[config.mk]
export PLATFORM = sky130hd
export DESIGN_NAME = chan_hit_trigger
export DESIGN_NICKNAME = d
export VERILOG_FILES = /design/src/rtl/cht_pkg.sv /design/src/rtl/cht_sync.sv /design/src/rtl/cht_hit_core.sv /design/src/rtl/cht_serial.sv /design/src/rtl/chan_hit_trigger.sv
export SDC_FILE = /design/constraint.sdc
export NUM_CORES = 1
export LEC_CHECK = 0
export ABC_CLOCK_PERIOD_IN_PS = 8200
export BUFFER_PORTS_ARGS = -buffer_cell sky130_fd_sc_hd__buf_2
export CORE_ASPECT_RATIO = 1.1
export CORE_MARGIN = 2
export CORE_UTILIZATION = 25
export CTS_CLUSTER_DIAMETER = 100
export DETAILED_ROUTE_END_ITERATION = 7
export PLACE_DENSITY_LB_ADDON = 0.05
export SLEW_MARGIN = 30
export SYNTH_ARGS = -nofsm -noshare
export SYNTH_HDL_FRONTEND = slang
export SYNTH_SLANG_ARGS = --single-unit
[constraint.sdc]
create_clock -name clk -period 8.2 [get_ports clk]
set_input_delay 0.41 -clock clk [delete_from_list [all_inputs] [get_ports clk]]
set_output_delay 0.41 -clock clk [all_outputs]
set_load 0.05 [all_outputs]
[src/rtl/cht_pkg.sv]
package cht_pkg;
  localparam int CFG_W   = 2;   // per-channel setting width
  localparam int CFG_MASK = 0;  // bit position of the mask
  localparam int CFG_TEST = 1;  // bit position of the test enable

  // number of serial bytes needed to cover a vector of n bits
  function automatic int groups_for(input int n, input int w);
    return (n + w - 1) / w;
  endfunction
endpackage

[src/rtl/cht_sync.sv]
module cht_sync #(
  parameter int W = 1,
  parameter int STAGES = 2,
  parameter logic [W-1:0] RST_VAL = '0
) (
  input  logic         clk,
  input  logic         rst_n,
  input  logic [W-1:0] d,
  output logic [W-1:0] q
);
  logic [W-1:0] stg [STAGES];

  generate
    for (genvar s = 0; s < STAGES; s++) begin : g_stage
      always_ff @(posedge clk or negedge rst_n) begin
        if (!rst_n) stg[s] <= RST_VAL;
        else if (s == 0) stg[s] <= d;
        else stg[s] <= stg[(s == 0) ? 0 : s-1];
      end
    end
  endgenerate

  assign q = stg[STAGES-1];
endmodule

[src/rtl/cht_hit_core.sv]
module cht_hit_core #(
  parameter int NCH = 72,
  parameter int MULT_W = 7
) (
  input  logic              clk,
  input  logic              rst_n,
  input  logic [NCH-1:0]    disc_s,
  input  logic              tp_s,
  input  logic [NCH-1:0]    mask,
  input  logic [NCH-1:0]    ten,
  input  logic              hit_clr,
  output logic [NCH-1:0]    hits,
  output logic              trig,
  output logic [MULT_W-1:0] mult
);
  // population count of the live channels
  function automatic logic [MULT_W-1:0] count_live(input logic [NCH-1:0] v);
    logic [MULT_W-1:0] n;
    n = '0;
    for (int i = 0; i < NCH; i++) n = n + MULT_W'(v[i]);
    return n;
  endfunction

  logic [NCH-1:0] live;     // effective per-channel input
  logic [NCH-1:0] live_q;   // previous cycle, for edge detection
  logic [NCH-1:0] edge_up;  // newly rising live channels

  assign live    = (disc_s | ({NCH{tp_s}} & ten)) & ~mask;
  assign edge_up = live & ~live_q;

  always_ff @(posedge clk or negedge rst_n) begin
    if (!rst_n) begin
      live_q <= '0;
      hits   <= '0;
      trig   <= 1'b0;
      mult   <= '0;
    end else begin
      live_q <= live;
      hits   <= hit_clr ? '0 : (hits | edge_up);
      trig   <= |live;
      mult   <= count_live(live);
    end
  end
endmodule

[src/rtl/cht_serial.sv]
module cht_serial
  import cht_pkg::*;
#(
  parameter int NCH = 72,
  parameter int CMD_W = 8,
  parameter int DATA_W = 8
) (
  input  logic           clk,
  input  logic           rst_n,
  input  logic           bclk_s,
  input  logic           csn_s,
  input  logic           din_s,
  input  logic [NCH-1:0] hits,
  output logic [NCH-1:0] mask,
  output logic [NCH-1:0] ten,
  output logic           cs_act,
  output logic           sdo
);
  localparam int ADDR_W = CMD_W - 1;
  localparam int TOT    = CMD_W + DATA_W;
  localparam int CNT_W  = $clog2(TOT + 1);
  localparam int NGRP   = groups_for(NCH, DATA_W);
  localparam logic [CNT_W-1:0] CNT_CMD_END = CNT_W'(CMD_W - 1);
  localparam logic [CNT_W-1:0] CNT_DAT_END = CNT_W'(TOT - 1);
  localparam logic [CNT_W-1:0] CNT_SHIFT_LO = CNT_W'(CMD_W + 1);
  localparam logic [CNT_W-1:0] CNT_TOT = CNT_W'(TOT);

  logic                  bclk_q, b_rise, b_fall;
  logic [CNT_W-1:0]      cnt;
  logic [CMD_W-1:0]      cmd_sr, cmd_next;
  logic [CFG_W-2:0]      dat_sr;
  logic [CFG_W-1:0]      dat_next;
  logic [DATA_W-1:0]     rd_sr, rd_data;
  logic [NGRP*DATA_W-1:0] hits_pad;
  logic                  cmd_done, wr_done;
  logic [ADDR_W-1:0]     rd_addr, wr_addr;

  assign cs_act   = ~csn_s;
  assign b_rise   = bclk_s & ~bclk_q;
  assign b_fall   = ~bclk_s & bclk_q;
  assign cmd_next = {cmd_sr[CMD_W-2:0], din_s};
  assign dat_next = {dat_sr, din_s};
  assign cmd_done = cs_act & b_rise & (cnt == CNT_CMD_END);
  assign wr_done  = cs_act & b_rise & (cnt == CNT_DAT_END) & ~cmd_sr[CMD_W-1];
  assign rd_addr  = cmd_next[ADDR_W-1:0];
  assign wr_addr  = cmd_sr[ADDR_W-1:0];

  always_comb begin
    hits_pad = '0;
    hits_pad[NCH-1:0] = hits;
  end

  // read multiplexer: channel settings, then hit groups
  always_comb begin
    rd_data = '0;
    for (int c = 0; c < NCH; c++)
      if (rd_addr == ADDR_W'(c))
        rd_data = {{(DATA_W-CFG_W){1'b0}}, ten[c], mask[c]};
    for (int g = 0; g < NGRP; g++)
      if (rd_addr == ADDR_W'(NCH + g))
        rd_data = hits_pad[g*DATA_W +: DATA_W];
  end

  always_ff @(posedge clk or negedge rst_n) begin
    if (!rst_n) begin
      bclk_q <= 1'b0;
      cnt    <= '0;
      cmd_sr <= '0;
      dat_sr <= '0;
      rd_sr  <= '0;
    end else begin
      bclk_q <= bclk_s;
      if (!cs_act) begin
        cnt <= '0;
      end else if (b_rise && cnt < CNT_TOT) begin
        cnt <= cnt + 1'b1;
        if (cnt < CNT_W'(CMD_W)) cmd_sr <= cmd_next;
        else dat_sr <= dat_next[CFG_W-2:0];
      end
      if (cmd_done)
        rd_sr <= cmd_next[CMD_W-1] ? rd_data : '0;
      else if (cs_act && b_fall && cnt >= CNT_SHIFT_LO && cnt < CNT_TOT)
        rd_sr <= {rd_sr[DATA_W-2:0], 1'b0};
    end
  end

  always_ff @(posedge clk or negedge rst_n) begin
    if (!rst_n) begin
      mask <= '0;
      ten  <= '0;
    end else if (wr_done) begin
      for (int c = 0; c < NCH; c++)
        if (wr_addr == ADDR_W'(c)) begin
          mask[c] <= dat_next[CFG_MASK];
          ten[c]  <= dat_next[CFG_TEST];
        end
    end
  end

  assign sdo = cs_act & rd_sr[DATA_W-1];
endmodule

[src/rtl/chan_hit_trigger.sv]
module chan_hit_trigger #(
  parameter int NCH = 72,
  parameter int SYNC_STAGES = 2,
  parameter int CMD_W = 8,
  parameter int DATA_W = 8,
  localparam int MULT_W = $clog2(NCH + 1)
) (
  input  logic              clk,
  input  logic              rst_n,
  input  logic [NCH-1:0]    disc_in,
  input  logic              test_pulse,
  input  logic              hit_clr,
  input  logic              sc_cs_n,
  input  logic              sc_clk,
  input  logic              sc_din,
  output logic              sc_dout,
  output logic              trig_out,
  output logic [MULT_W-1:0] mult_out
);
  logic [NCH:0]     fe_s;     // synchronized {test_pulse, disc_in}
  logic [2:0]       sc_s;     // synchronized {sc_clk, sc_cs_n, sc_din}
  logic [NCH-1:0]   hit_vec;
  logic [NCH-1:0]   cfg_mask;
  logic [NCH-1:0]   cfg_ten;
  logic             cs_act;

  cht_sync #(.W(NCH+1), .STAGES(SYNC_STAGES), .RST_VAL('0)) u_fe_sync (
    .clk(clk), .rst_n(rst_n), .d({test_pulse, disc_in}), .q(fe_s)
  );

  cht_sync #(.W(3), .STAGES(SYNC_STAGES), .RST_VAL(3'b010)) u_sc_sync (
    .clk(clk), .rst_n(rst_n), .d({sc_clk, sc_cs_n, sc_din}), .q(sc_s)
  );

  cht_hit_core #(.NCH(NCH), .MULT_W(MULT_W)) u_core (
    .clk(clk), .rst_n(rst_n),
    .disc_s(fe_s[NCH-1:0]), .tp_s(fe_s[NCH]),
    .mask(cfg_mask), .ten(cfg_ten), .hit_clr(hit_clr),
    .hits(hit_vec), .trig(trig_out), .mult(mult_out)
  );

  cht_serial #(.NCH(NCH), .CMD_W(CMD_W), .DATA_W(DATA_W)) u_sc (
    .clk(clk), .rst_n(rst_n),
    .bclk_s(sc_s[2]), .csn_s(sc_s[1]), .din_s(sc_s[0]),
    .hits(hit_vec), .mask(cfg_mask), .ten(cfg_ten),
    .cs_act(cs_act), .sdo(sc_dout)
  );
endmodule

==> qor.csv <==
stage;metric;value;unit
cts;setup bufs post-CTS;0;
sta;Tightest Pin Transition;0.9848;ns
logic_synthesis;net count after synthesis;1954;
finish;fin nets;2132;
logic_synthesis;Synth Area in Compound Gates;7.837;%
detailed_routing;Post-Route WL;84590;um
finish;Antenna diodes;0;
critical_path;Crit path max-delay family;adder cells;
logic_synthesis;post-synthesis mux area share;10.51;%
place;port bufs;87;
critical_path;CP Launch Type;flop;
detailed_routing;Routed WL per cell;27.44;um
global_routing;first-pass GRT wire length;120300;um
critical_path;CP most frequent cell;fa_1;
logic_synthesis;Post-Synth XOR/XNOR Area;0.2986;%
critical_path;Arrival @ worst endpoint;7.95;ns
cts;TritonCTS Buffers;57;
logic_synthesis;list of most frequent post-synthesis cells;dfrtp_1 (469), nor2_1 (358), mux2_2 (154);
logic_synthesis;Synth Cell Area;20530;um^2
die;Starting Density;25.16;%
die;IO Pins;88;
detailed_routing;total iterations of the first detailed-routing run;7;
critical_path;worst reg2reg path startpoint;u_fe_sync.q[72];
finish;footprint of the multi-input gates;7910;um^2
die;height of the die;304.6;um
critical_path;Crit Path Class;reg2reg;
cts;Worst-path clk slew;0.06;ns
finish;register area;11800;um^2
detailed_routing;final antenna-violating net count;0;
detailed_routing;vias;14500;
logic_synthesis;syn avg cell area;11.44;um^2
min_path;hold_sp;hit_clr;
sta;Pins Over Slew Limit;0;
place;worst slack, placed;0.7594;ns
cts;cts hold-fix bufs;77;
sta;Setup violations, final;0;
global_routing;initial antenna violation count;5;
detailed_routing;# DRC;0;
finish;share of layout cells above drive strength 1;20.85;%
logic_synthesis;top-count cell post-synth;dfrtp_1;
finish;synthesis-to-finish area growth;21.43;%
logic_synthesis;post-synthesis async set-or-reset flop share;100.0;%
logic_synthesis;Yosys top cell area share;57.16;%
cts;H-tree depth;2;
sta;relative slew slack;34.05;%
global_routing;remaining global-route overflow;0;
critical_path;CP max FO;23;
detailed_routing;DR vias/cell;4.703;
logic_synthesis;Syn Inst Count;1794;
job;max_cap viols;0;
sta;fin crit share;90.89;%
die;Core Rows;110;
sta;Setup TNS Final;0;ns
logic_synthesis;synthesized-area fraction occupied by adder cells;7.203;%
critical_path;Worst setup startpoint;u_fe_sync.q[72];
cts;post-CTS sizing;0;
cts;clk sinks;471;
critical_path;CP Capture Type;flop;
sta;minimum clock period;7.453;ns
global_routing;vias in the first global route;15580;
status;outcome;finished clean;
sta;final worst slack;0.7469;ns
pwr;Leak;11.26;nW
logic_synthesis;Yosys warning total;0;
critical_path;CP max stage cell;dfrtp_2;
pwr;PD cells;336.7;nW/um^2
cts;CTS max path bufs;3;
logic_synthesis;Seq/Total Area, Yosys;57.42;%
sta;clock skew;0.02844;ns
die;DIE WIDTH;277.2;um
min_path;Min-Delay Path Class;in2reg;
cts;CTS tree;built;
sta;Max Freq;0.1342;GHz
cts;Worst-Skew Late Latency;0.63;ns
critical_path;crit-path cells;buf_4 > a21oi_1 > nor2_1 > inv_1 > fa_1 > fa_1 > fa_1 > inv_1 > fa_1 > inv_1 > fa_1 > fa_1 > fa_1 > fa_1 > inv_1 > fa_1 > fa_1 > a21oi_1 > nor2_1 > nor2_1 > nor2b_1 > o21ai_0 > nand2b_1;
place;hpwl dp;61670;um
global_routing;Tot GR Track Use;20.15;%
die;core area;81620;um^2
detailed_routing;Starting DRT DRC Count;1105;
logic_synthesis;main combinational cell family by area after synthesis;simple AND/OR/NAND/NOR gates;
critical_path;CP required;8.70;ns
die;die footprint;84440;um^2
logic_synthesis;Synth Area in Simple Gates;12.63;%
critical_path;Critical Path Max Stage Delay;0.85;ns
sta;Hold Vio Cnt, Final;0;
finish;fill cell total of the finished layout;8386;
logic_synthesis;post-synth top area cell;dfrtp_1;
global_routing;largest net degree at the start of global routing;140;
logic_synthesis;EDFF count, synth;0;
pwr;VDD IR max;0.4173;mV
critical_path;CP bufs+invs;5;
logic_synthesis;dominant synthesized flop cell;dfrtp_1;
place;gpl congestion;0.8657;
logic_synthesis;top cells by area, synth;dfrtp_1 (57%), mux2_2 (8.4%), nor2_1 (6.5%), fa_1 (6.0%), a21oi_1 (2.9%);
cts;root buffer cell;clkbuf_16;
logic_synthesis;synth unique cells;68;
logic_synthesis;post-synthesis register bit count;471;
sta;RSZ-0062 raised after global routing;false;
state kept, by name (all words and copies together), names as in the netlist, 5 cells and up:
signal,count
u_fe_sync.stg,73
u_core.hits,72
u_sc.rd_sr,8
u_sc.mask,72
u_fe_sync.q,73
u_sc.cmd_sr,8
u_sc.cnt,5
u_core.live_q,72
u_sc.ten,72
u_core.mult,7
path summary, 6_finish.rpt:
kind,to,slack (ns),depth (start not counted)
min reg2reg,u_fe_sync.q[46],0.34,0
max in group asynchronous,u_fe_sync.stg[86],6.45,4
min,u_core.hits[70],0.06,2
max reg2reg,u_core.mult[6],0.75,23
max,u_core.mult[6],0.75,23
min in group asynchronous,u_fe_sync.stg[130],0.36,2
worst register-to-register path, delay by kind of cell, from the launching register on:
family / cells / cell delay [ns]
and+or+nand+nor: 5 / 0.51
AOI/OAI and AO/OA: 3 / 0.42
buffers and inverters: 5 / 0.65
DFF: 1 / 0.85
adders and majority gates: 10 / 4.90
cells by family after synthesis:
kind of cell,Yosys count
multiplexers,190
flip-flops,471
buffers and inverters,190
AO/OA/AOI/OAI,265
AND/OR/NAND/NOR,590
XOR/XNOR,7
adder cells (fa/ha/maj),81
final cells by class:
| type | count | area share, % |
|---|---|---|
| clock inverters | 23 | 0.8581 |
| flip-flops and latches | 471 | 47.33 |
| clock buffers | 83 | 6.679 |
| inverters | 106 | 1.596 |
| repair buffers | 203 | 6.474 |
| well taps | 1064 | 5.339 |
| multi-input cells | 1133 | 31.73 |
report_power, final:
part / total, mW / switching, mW / internal [mW]
clock: 2.57 / 1.07 / 1.50
sequential: 2.59 / 0.0936 / 2.50
combinational: 3.24 / 1.89 / 1.35
cells in the final DEF (no fill, tap or decap), types with 5 or more instances in the layout:
| cell | Yosys | layout |
|---|---|---|
| o21ai_1 | 5 | 5 |
| clkbuf_1 | 37 | 13 |
| a211oi_1 | 6 | 6 |
| a32oi_1 | 7 | 7 |
| buf_4 | 5 | 31 |
| a22oi_1 | 18 | 18 |
| mux4_2 | 5 | 5 |
| or2_2 | 19 | 19 |
| o211ai_1 | 6 | 6 |
| nor3_1 | 47 | 47 |
| o21ai_0 | 45 | 45 |
| dfrtp_1 | 469 | 464 |
| a21oi_1 | 118 | 118 |
| mux2i_1 | 31 | 31 |
| nand4_1 | 5 | 5 |
| a221oi_1 | 9 | 9 |
| a31oi_1 | 7 | 7 |
| o2111ai_1 | 5 | 5 |
| clkinv_2 | 0 | 15 |
| dlygate4sd3_1 | 0 | 77 |
| nor2b_1 | 14 | 12 |
| clkbuf_16 | 0 | 58 |
| mux2_2 | 154 | 154 |
| nand2_1 | 65 | 65 |
| buf_2 | 29 | 86 |
| fa_1 | 62 | 62 |
| clkbuf_8 | 0 | 12 |
| o22ai_1 | 9 | 9 |
| nand3_1 | 24 | 24 |
| nor4_1 | 19 | 18 |
| nand2b_1 | 7 | 7 |
| ha_1 | 19 | 19 |
| nor2_1 | 358 | 358 |
| and3_1 | 5 | 5 |
| inv_1 | 104 | 104 |
routing by layer:
| layer | global-route usage [%] | up-vias | share of wire [%] |
|---|---|---|---|
| li1 | - | 6432 | - |
| met1 | 25.93 | 7529 | 43 |
| met2 | 33.05 | 406 | 47 |
| met3 | 4.385 | 133 | 5.7 |
| met4 | 7.735 | 0 | 4.3 |
| met5 | 0 | - | 0 |
through the flow:
step / instance area [um^2] / cells / power, mW / util [%] / hold WS (ns)
3_5_place_dp: 22190 / 2897 / 5.851 / 27.19 / 0.3347
3_3_place_gp: 22190 / 2897 / 5.880 / 27.18 / 0.3319
2_1_floorplan: 20530 / 1794 / 4.797 / - / 0.1144
4_1_cts: 24840 / 3080 / 8.531 / 30.44 / 0.03018
6_report: 24930 / 3083 / 8.396 / 30.55 / 0.05694
5_1_grt: 24930 / 3083 / 9.007 / 30.55 / 0.05441
No activity file was read; power rests on OpenSTA's default activity.
